===== src/rtl/beat_anim_pkg.sv =====
package beat_anim_pkg;
    // Default geometry of the sequencer
    localparam int FRAC_BITS_DEF   = 8;   // fractional bits of position and step
    localparam int LOOP_LEN_DEF    = 16;  // images in one animation loop
    localparam int POS_BITS_DEF    = 16;  // position / goal register width
    localparam int PERIOD_BITS_DEF = 10;  // refresh count and averaged period width
    localparam int STEP_CAP_DEF    = 4;   // maximum step in whole frames per refresh
    localparam int LEAD_LOOPS_DEF  = 4;   // maximum goal lead, in loops
    localparam int PERIOD_INIT_DEF = 60;  // averaged period after reset
endpackage


===== src/rtl/beat_period_meter.sv =====
module beat_period_meter #(
    parameter int PER_W   = 10,
    parameter int PER_RST = 60
) (
    input  logic             clk,
    input  logic             rst_n,
    input  logic             refresh_i,
    input  logic             peak_i,
    output logic [PER_W-1:0] period_next_o
);
    localparam logic [PER_W-1:0] CNT_MAX = '1;

    typedef struct packed {
        logic [PER_W-1:0] cnt;
        logic [PER_W-1:0] period;
    } meter_t;

    meter_t st_d, st_q;
    logic [PER_W-1:0] meas;
    logic [PER_W:0]   sum;

    always_comb begin
        st_d = st_q;
        meas = st_q.cnt;
        if (refresh_i && (st_q.cnt != CNT_MAX)) begin
            meas = st_q.cnt + 1'b1;
        end
        sum           = {1'b0, st_q.period} + {1'b0, meas};
        period_next_o = peak_i ? sum[PER_W:1] : st_q.period;
        st_d.period   = period_next_o;
        st_d.cnt      = peak_i ? '0 : meas;
    end

    always_ff @(posedge clk or negedge rst_n) begin
        if (!rst_n) begin
            st_q.cnt    <= '0;
            st_q.period <= PER_W'(PER_RST);
        end else begin
            st_q <= st_d;
        end
    end

    AST_COUNT_CLEARS_ON_PEAK: assert property (@(posedge clk) disable iff (!rst_n)
        peak_i |=> (st_q.cnt == '0));

    AST_PERIOD_ONLY_ON_PEAK: assert property (@(posedge clk) disable iff (!rst_n)
        !peak_i |=> $stable(st_q.period));

    AST_COUNT_NO_WRAP: assert property (@(posedge clk) disable iff (!rst_n)
        (!peak_i && st_q.cnt == CNT_MAX) |=> (st_q.cnt == CNT_MAX));
endmodule


===== src/rtl/frame_position.sv =====
module frame_position #(
    parameter int FRAC_W      = 8,
    parameter int LOOP_FRAMES = 16,
    parameter int POS_W       = 16,
    parameter int STEP_W      = 11,
    parameter int LEAD_LOOPS  = 4
) (
    input  logic                           clk,
    input  logic                           rst_n,
    input  logic                           refresh_i,
    input  logic                           peak_i,
    input  logic [STEP_W-1:0]              step_i,
    output logic [POS_W-1:0]               frame_q_o,
    output logic [POS_W-1:0]               goal_next_o,
    output logic [$clog2(LOOP_FRAMES)-1:0] frame_idx_o
);
    localparam int IDX_W = $clog2(LOOP_FRAMES);
    localparam logic [POS_W-1:0] LOOP_Q   = POS_W'(LOOP_FRAMES << FRAC_W);
    localparam logic [POS_W-1:0] LEAD_MAX = POS_W'((LEAD_LOOPS * LOOP_FRAMES) << FRAC_W);
    localparam logic [POS_W-1:0] ROOM_MAX = LEAD_MAX - LOOP_Q;

    typedef struct packed {
        logic [POS_W-1:0] frame;
        logic [POS_W-1:0] goal;
    } pos_t;

    pos_t st_d, st_q;
    logic [POS_W-1:0] lead;
    logic [POS_W-1:0] step_x;
    logic [POS_W-1:0] advance;

    always_comb begin
        st_d    = st_q;
        lead    = st_q.goal - st_q.frame;
        step_x  = POS_W'(step_i);
        advance = '0;
        if (refresh_i && (lead != '0)) begin
            advance = (step_x > lead) ? lead : step_x;
        end
        st_d.frame  = st_q.frame + advance;
        goal_next_o = st_q.goal;
        if (peak_i && (lead <= ROOM_MAX)) begin
            goal_next_o = st_q.goal + LOOP_Q;
        end
        st_d.goal = goal_next_o;
    end

    always_ff @(posedge clk or negedge rst_n) begin
        if (!rst_n) begin
            st_q.frame <= '0;
            st_q.goal  <= '0;
        end else begin
            st_q <= st_d;
        end
    end

    assign frame_q_o   = st_q.frame;
    assign frame_idx_o = st_q.frame[FRAC_W +: IDX_W];

    AST_FRAME_NOT_PAST_GOAL: assert property (@(posedge clk) disable iff (!rst_n)
        (POS_W'(st_q.goal - st_q.frame) <= LEAD_MAX));

    AST_FRAME_HOLDS_NO_REFRESH: assert property (@(posedge clk) disable iff (!rst_n)
        !refresh_i |=> $stable(st_q.frame));

    AST_GOAL_ONLY_ON_PEAK: assert property (@(posedge clk) disable iff (!rst_n)
        !peak_i |=> $stable(st_q.goal));
endmodule


===== src/rtl/step_loop.sv =====
module step_loop #(
    parameter int FRAC_W   = 8,
    parameter int POS_W    = 16,
    parameter int PER_W    = 10,
    parameter int STEP_W   = 11,
    parameter int STEP_MAX = 1024,
    parameter int STEP_RST = 68
) (
    input  logic              clk,
    input  logic              rst_n,
    input  logic              peak_i,
    input  logic [POS_W-1:0]  frame_i,
    input  logic [POS_W-1:0]  goal_next_i,
    input  logic [PER_W-1:0]  period_next_i,
    output logic [STEP_W-1:0] step_o
);
    localparam int PROD_W = PER_W + STEP_W;
    localparam int ERR_W  = (PROD_W + 2 > POS_W + 1) ? PROD_W + 2 : POS_W + 1;
    localparam logic signed [ERR_W-1:0] STEP_MAX_X = ERR_W'(STEP_MAX);

    typedef struct packed {
        logic [STEP_W-1:0] step;
    } loop_t;

    loop_t st_d, st_q;
    logic [POS_W-1:0]         diff;
    logic [PROD_W-1:0]        prod;
    logic signed [ERR_W-1:0]  diff_x;
    logic signed [ERR_W-1:0]  prod_x;
    logic signed [ERR_W-1:0]  err;
    logic signed [ERR_W-1:0]  adj;
    logic signed [ERR_W-1:0]  cand;
    logic [STEP_W-1:0]        clamped;

    always_comb begin
        st_d   = st_q;
        diff   = frame_i - goal_next_i;
        prod   = {{STEP_W{1'b0}}, period_next_i} * {{PER_W{1'b0}}, st_q.step};
        diff_x = ERR_W'($signed(diff));
        prod_x = ERR_W'(prod);
        err    = diff_x + prod_x;
        adj    = err >>> FRAC_W;
        cand   = ERR_W'(st_q.step) - adj;
        if (cand < 0) begin
            clamped = '0;
        end else if (cand > STEP_MAX_X) begin
            clamped = STEP_W'(STEP_MAX);
        end else begin
            clamped = cand[STEP_W-1:0];
        end
        if (peak_i) begin
            st_d.step = clamped;
        end
    end

    always_ff @(posedge clk or negedge rst_n) begin
        if (!rst_n) begin
            st_q.step <= STEP_W'(STEP_RST);
        end else begin
            st_q <= st_d;
        end
    end

    assign step_o = st_q.step;

    AST_STEP_WITHIN_CLAMP: assert property (@(posedge clk) disable iff (!rst_n)
        (st_q.step <= STEP_W'(STEP_MAX)));

    AST_STEP_ONLY_ON_PEAK: assert property (@(posedge clk) disable iff (!rst_n)
        !peak_i |=> $stable(st_q.step));
endmodule


===== src/rtl/beat_anim_sequencer.sv =====
module beat_anim_sequencer
    import beat_anim_pkg::*;
#(
    parameter int FRAC_W       = FRAC_BITS_DEF,
    parameter int LOOP_FRAMES  = LOOP_LEN_DEF,
    parameter int POS_W        = POS_BITS_DEF,
    parameter int PER_W        = PERIOD_BITS_DEF,
    parameter int STEP_MAX_INT = STEP_CAP_DEF,
    parameter int LEAD_LOOPS   = LEAD_LOOPS_DEF,
    parameter int PER_RST      = PERIOD_INIT_DEF
) (
    input  logic                           clk,
    input  logic                           rst_n,
    input  logic                           refresh_i,
    input  logic                           peak_i,
    output logic [$clog2(LOOP_FRAMES)-1:0] frame_idx_o
);
    localparam int STEP_W   = FRAC_W + $clog2(STEP_MAX_INT + 1);
    localparam int STEP_MAX = STEP_MAX_INT << FRAC_W;
    localparam int STEP_RST = (LOOP_FRAMES << FRAC_W) / PER_RST;

    logic [PER_W-1:0]  period_next;
    logic [POS_W-1:0]  frame_q;
    logic [POS_W-1:0]  goal_next;
    logic [STEP_W-1:0] step;

    beat_period_meter #(
        .PER_W   (PER_W),
        .PER_RST (PER_RST)
    ) u_meter (
        .clk           (clk),
        .rst_n         (rst_n),
        .refresh_i     (refresh_i),
        .peak_i        (peak_i),
        .period_next_o (period_next)
    );

    frame_position #(
        .FRAC_W      (FRAC_W),
        .LOOP_FRAMES (LOOP_FRAMES),
        .POS_W       (POS_W),
        .STEP_W      (STEP_W),
        .LEAD_LOOPS  (LEAD_LOOPS)
    ) u_pos (
        .clk         (clk),
        .rst_n       (rst_n),
        .refresh_i   (refresh_i),
        .peak_i      (peak_i),
        .step_i      (step),
        .frame_q_o   (frame_q),
        .goal_next_o (goal_next),
        .frame_idx_o (frame_idx_o)
    );

    step_loop #(
        .FRAC_W   (FRAC_W),
        .POS_W    (POS_W),
        .PER_W    (PER_W),
        .STEP_W   (STEP_W),
        .STEP_MAX (STEP_MAX),
        .STEP_RST (STEP_RST)
    ) u_loop (
        .clk           (clk),
        .rst_n         (rst_n),
        .peak_i        (peak_i),
        .frame_i       (frame_q),
        .goal_next_i   (goal_next),
        .period_next_i (period_next),
        .step_o        (step)
    );
endmodule


===== config.mk =====
export PLATFORM = sky130hd
export DESIGN_NAME = beat_anim_sequencer
export DESIGN_NICKNAME = d
export VERILOG_FILES = /design/src/rtl/beat_anim_pkg.sv /design/src/rtl/beat_period_meter.sv /design/src/rtl/frame_position.sv /design/src/rtl/step_loop.sv /design/src/rtl/beat_anim_sequencer.sv
export SDC_FILE = /design/constraint.sdc
export NUM_CORES = 1
export LEC_CHECK = 0
export ABC_AREA = 1
export ABC_CLOCK_PERIOD_IN_PS = 13000
export BUFFER_PORTS_ARGS = -buffer_cell sky130_fd_sc_hd__buf_2
export CAP_MARGIN = 5
export CORE_UTILIZATION = 60
export DETAILED_ROUTE_END_ITERATION = 8
export PLACE_DENSITY_LB_ADDON = 0.15
export SETUP_SLACK_MARGIN = 0.3
export SYNTH_ARGS = -nofsm -noshare
export SYNTH_HDL_FRONTEND = slang
export SYNTH_SLANG_ARGS = --single-unit

===== constraint.sdc =====
create_clock -name clk -period 13 [get_ports clk]
set_input_delay 2.6 -clock clk [delete_from_list [all_inputs] [get_ports clk]]
set_output_delay 2.6 -clock clk [all_outputs]
set_load 0.02 [all_outputs]

==> metrics.yaml, run 1 <==
path_max_fanout: 6
final_cells: 1531
maxUsedRoutingLayer: "met4"
cp_slowest_cell: "fa_1"
worstPathArrival_ns: 12.19
routed-wl-met2_microns: 11400
worst_clock_skew_ns: 0.00554
die_x_microns: 127
clock_latency_ns: 0.30
synth_top_area_cell: "ha_1"
post_drt_wl_per_cell_microns: 15.6
grt_pass1_wl_microns: 39500
drt-initial-drc-count: 519
grt_antenna_before_repair: 0
cts_made_buffers: 5
path_clk_slew_ns: 0.07
yosys_warnings: 0
netlist_top_cells_area: "ha_1 18%, fa_1 16%, dfrtp_1 12%"
max_cap_viol_count: 0
grt_remaining_overflow: 0
clock_sinks: 51
vias: 8340
n_antenna_cell: 0
tns_ns: 0
rsz0062_at_grt: "no"
hold_path_class: "reg -> reg"
rows: 45
ys_seq_area_frac: 0.137
cts_tree: "built"
final_nets: 1529
syn_area_sq_um: 9380
ant_nets: 0
crit_top_cell: "nand2_1"
yosys_most_used_dff: "dfrtp_1"
htree_levels: 2
grt_pass1_vias: 8214
end_kind: "flop"
cp_data_required_time_ns: 13.19
slew-limit-headroom: 0.479
ios: 8
wirelength_microns: 23900
synth_common_cells: "275 x nand2_1, 240 x inv_1, 145 x nor2_1"
netlist.area_leader.share: 0.176
period_minus_slack_ns: 12.00
cts_buffer_depth: 2
route.detailed.drc: 0
synth_edf_count: 0
viasPerCell: 5.45
wl_met1_microns: 10300
drive_gt1_frac: 0.0765
async_reset_ff_frac: 1.00
grt_start_max_net_pins: 52
placed_cells: 1514
gp_congestion: 0.989
met3_length_microns: 1350
drv_slew: 0
max_stage_delay_ns: 0.57
syn2layout_area_growth_pct: 6.95
finalHoldViolations: 0
place_hpwl_microns: 19700
grt_use_total: 0.311
ys_types: 50
hold_buffers: 0
setup_viol: 0
critPathLaunchType: "primary input"
io_buffers: 7
chipHeight_microns: 127
ys_ff_latch: 51
postSynthAreaPerCell_sq_um: 7.20
synth_most_common_cell: "nand2_1"
status: "completed"
worstMarginPinSlew_ns: 0.780
cts-root-buf: "clkbuf_16"
firstDrtPassIters: 5
initial_utilization: 0.615
netlist_instances: 1304
core_sq_um: 15300
dieArea_sq_um: 16100
criticalPathCategory: "in -> reg"
fmax_ghz: 0.0833
min_period_over_period: 0.923
-- per-stage QoR --
| stage | hold slack [ns] | area [sq um] | util | setup slack (ns) |
|---|---|---|---|---|
| 2_1_floorplan | 0.465 | 9400 | - | 1.49 |
| 3_3_place_gp | 0.502 | 9660 | 0.633 | 0.361 |
| 3_5_place_dp | 0.505 | 9660 | 0.633 | 0.246 |
| 4_1_cts | 0.518 | 9850 | 0.645 | 0.510 |
| 5_1_grt | 0.532 | 10000 | 0.658 | 0.233 |
| 6_report | 0.512 | 10000 | 0.658 | 1.00 |
-- final timing paths --
path / startpoint / end / slack, ns / cells past startpoint
setup / recovery: refresh_i / u_loop.step_o[10] / 1.00 / 60
min in group asynchronous: rst_n / u_meter.st_q[14] / 2.41 / 2
max in group asynchronous: rst_n / u_loop.step_o[10] / 10.08 / 2
hold / removal: u_pos.frame_q_o[15] / u_pos.frame_q_o[15] / 0.51 / 1
setup reg to reg: u_meter.st_q[11] / u_loop.step_o[10] / 2.39 / 70
hold reg to reg: u_pos.frame_q_o[15] / u_pos.frame_q_o[15] / 0.51 / 1
-- placed cells by master (no fill, tap or decap), drive strengths merged, types with 6 or more instances in the layout --
cell type | synthesis | routed
a211oi | 11 | 11
a21oi | 80 | 81
buf | 10 | 22
clkbuf | 9 | 6
dfrtp | 45 | 45
dfstp | 6 | 6
fa | 74 | 74
ha | 132 | 132
inv | 244 | 245
nand2 | 286 | 286
nand3 | 51 | 51
nand4 | 21 | 21
nor2 | 151 | 152
nor3 | 8 | 8
o21ai | 51 | 51
o21bai | 7 | 7
or2 | 6 | 6
xnor2 | 22 | 22
xor2 | 50 | 50
-- sequential cells by signal (all words and copies together), names as in the netlist --
register / flops
u_pos.frame_q_o: 16
u_loop.step_o: 11
u_meter.st_q: 20
u_pos.st_q: 4
-- metal layers --
layer | track usage | up-vias
met4 | 0.100 | 0
met5 | 0 | -
met2 | 0.544 | 259
li1 | - | 4159
met3 | 0.0398 | 62
met1 | 0.400 | 3860
-- area by class of cell --
class | instances | area (sq um)
Multi-Input combinational cell | 992 | 7220
Inverter | 247 | 927
Fill cell | 1399 | 5220
Timing Repair Buffer | 22 | 148
Sequential cell | 51 | 1280
Clock inverter | 2 | 60.1
Tap cell | 211 | 264
Clock buffer | 6 | 129
-- logic make-up (layout without fill, tap and decap cells) --
kind of cell	Yosys count	in the layout	synth area share
AND/OR/NAND/NOR	534	535	0.244
adder cells (fa/ha/maj)	206	206	0.334
other	1	4	0.000400
XOR/XNOR	72	72	0.0688
AO/OA/AOI/OAI	174	175	0.107
flip-flops	51	51	0.137
buffers and inverters	266	277	0.109
-- timing repair --
action | CTS | global route
resized for setup | 0 | 31
setup buffers | 0 | 7
hold endpoints to repair | 0 | 0
endpoints found under the setup margin | 0 | 11
-- worst max-delay path: cells and delay by family --
kind	cells	cell delay, ns
fa+ha+maj	9	3.93
xor+xnor	3	0.54
buf+inv	8	0.64
compound gates	11	1.35
simple gates	29	3.08
Power of run 1 is not shown: default switching activity piles up to over one toggle a cycle in this logic, so the estimate is an artifact.
==> inputs of run 2 (changes only) <==
--- a/config.mk
+++ b/config.mk
@@ -11,7 +11,7 @@
 export CAP_MARGIN = 5
 export CORE_UTILIZATION = 60
 export DETAILED_ROUTE_END_ITERATION = 8
-export PLACE_DENSITY_LB_ADDON = 0.15
+export PLACE_DENSITY = 0.76
 export SETUP_SLACK_MARGIN = 0.3
 export SYNTH_ARGS = -nofsm -noshare
 export SYNTH_HDL_FRONTEND = slang
==> run 2 against run 1 <==
  * Routed wire length is 0.72% higher
  * Hold slack better by 0.015 ns
  * Non-clock buffer count decreased by 6
  * Highest routed layer unchanged
  * Clock-buffer cell count unchanged
  * Clock skew decreased by 0.00079 ns
  * Cell area down 0.37%
  * Via count up 1.2%
  * Register-to-register slack lost 0.07 ns
  * Critical endpoint unchanged
  * Worst setup slack worse by 0.15 ns
  * Flip-flop and latch count is the same
  * Die area did not move
  * Maximum frequency fell by 1.2%
==> metrics.yaml, run 2 (synthesized netlist as in run 1, its figures left out) <==
vias: 8442  # +1.2%
wirelength_microns: 24100  # +0.72%
worstPathArrival_ns: 12.34  # +0.15 ns
period_minus_slack_ns: 12.15  # +0.148 ns
grt_remaining_overflow: 0  # unchanged
min_period_over_period: 0.934  # +0.0114
finalHoldViolations: 0  # unchanged
firstDrtPassIters: 6  # +1
hold_path_class: "reg -> reg"
path_clk_slew_ns: 0.07  # about the same
cts_buffer_depth: 2  # unchanged
rr_worst_depth: 69  # -1.4%
worstMarginPinSlew_ns: 0.707  # -0.0732 ns
drive_gt1_frac: 0.0746  # -0.00193
setup_viol: 0  # unchanged
core_sq_um: 15300  # unchanged
clock_sinks: 51  # unchanged
whs_endpoint: "u_pos.st_q[15]"
route.detailed.drc: 0  # unchanged
end_kind: "flop"
slew-limit-headroom: 0.529  # +0.0494
rr_endpoint: "u_loop.step_o[10]"
hold_buffers: 0  # unchanged
place_hpwl_microns: 19300  # -1.7%
reg2reg_slack_ns: 2.32  # -0.07 ns
largest_register: "u_meter.st_q"
fmax_ghz: 0.0823  # -1.2%
cts_made_buffers: 5  # unchanged
clock_latency_ns: 0.30  # about the same
gp_congestion: 0.926  # -6.4%
htree_levels: 2  # unchanged
status: "completed"
hold_start: "u_pos.st_q[15]"
grt_antenna_before_repair: 1  # +1
post_drt_wl_per_cell_microns: 15.8  # +1.1%
io_buffers: 7  # unchanged
final_nets: 1523  # -0.39%
viasPerCell: 5.54  # +1.6%
cts_tree: "built"
initial_utilization: 0.615  # unchanged
n_antenna_cell: 0  # unchanged
largest_register_ffs: 20  # unchanged
chipHeight_microns: 127  # unchanged
dieArea_sq_um: 16100  # unchanged
mostFrequentLayoutCells: "271 x nand2_1, 238 x inv_1, 140 x nor2_1, 129 x ha_1, 78 x a21oi_1"
cts-root-buf: "clkbuf_16"
ant_nets: 0  # unchanged
mostFrequentLayoutCell: "nand2_1"
crit_top_cell: "nand2_1"
grt_use_total: 0.314  # +0.00248
ios: 8  # unchanged
critPathLaunchType: "primary input"
rsz0062_at_grt: "no"
cp_data_required_time_ns: 13.20  # about the same
tns_ns: 0  # unchanged
syn2layout_area_growth_pct: 6.55
grt_start_max_net_pins: 52  # unchanged
drv_slew: 0  # unchanged
r2r_start: "u_meter.st_q[11]"
criticalPathCategory: "in -> reg"
grt_pass1_wl_microns: 40100  # +1.4%
max_stage_delay_ns: 0.56  # about the same
path_max_fanout: 6  # unchanged
max_cap_viol_count: 0  # unchanged
grt_pass1_vias: 8464  # +3.0%
worst_clock_skew_ns: 0.00475  # -0.000790 ns
worstHoldPathCells: 2  # +1
cp_slowest_cell: "fa_1"
rows: 45  # unchanged
drt-initial-drc-count: 643  # +24%
die_x_microns: 127  # unchanged
run 2: cell types whose count changed in the layout (fill, tap and decap cells not counted), moves of 2 or more:
| cell | previous run | this run |
|---|---|---|
| a31oi_2 | 2 | 0 |
| buf_4 | 15 | 9 |
| o21ai_0 | 38 | 36 |
| o21ai_1 | 6 | 8 |
run 2: timing repair:
action                     CTS  global route
resized for setup            0            37
buffers inserted             0             3
setup endpoints to repair    0            11
run 2: cell type report:
| cell class | count | area, sq um |
|---|---|---|
| Multi-Input combinational cell | 992 | 7240 |
| Fill cell | 1395 | 5260 |
| Sequential cell | 51 | 1280 |
| Inverter | 247 | 931 |
| Tap cell | 211 | 264 |
| Clock buffer | 6 | 139 |
| Timing Repair Buffer | 16 | 103 |
| Clock inverter | 2 | 35.0 |
run 2: per-layer routing:
layer	global-route usage	part of all wire	vias to the layer above
met3	0.0444	0.065	81
met4	0.127	0.042	0
met5	0	0	-
li1	-	-	4165
met2	0.536	0.46	281
met1	0.400	0.43	3915
run 2: worst max path at each step:
stage	startpoint	endpoint	slack, ns	cells past startpoint
global route	refresh_i	u_loop.step_o[10]	0.20	66
floorplan	refresh_i	u_loop.step_o[1]	1.49	61
global placement	refresh_i	u_loop.step_o[1]	0.28	57
finish	refresh_i	u_loop.step_o[10]	0.85	60
detailed placement	refresh_i	u_loop.step_o[1]	0.06	57
CTS	refresh_i	u_loop.step_o[1]	0.33	57
run 2: per-stage QoR:
stage | std cells | hold slack (ns) | utilization | cell area (sq um) | worst slack, ns
floorplan | 1307 | 0.465 | - | 9400 | 1.49
global placement | 1512 | 0.502 | 0.632 | 9640 | 0.285
detailed placement | 1512 | 0.508 | 0.632 | 9640 | 0.0631
CTS | 1520 | 0.527 | 0.643 | 9820 | 0.327
global route | 1525 | 0.552 | 0.655 | 10000 | 0.204
finish | 1525 | 0.527 | 0.655 | 10000 | 0.854
run 2: worst max-delay path: cells and delay by family:
| kind | cells | cell delay, ns |
|---|---|---|
| buf+inv | 8 | 0.65 |
| xor+xnor | 3 | 0.58 |
| simple gates | 27 | 2.91 |
| fa+ha+maj | 9 | 3.94 |
| compound gates | 13 | 1.67 |
Power of run 2 is left out for the same reason.
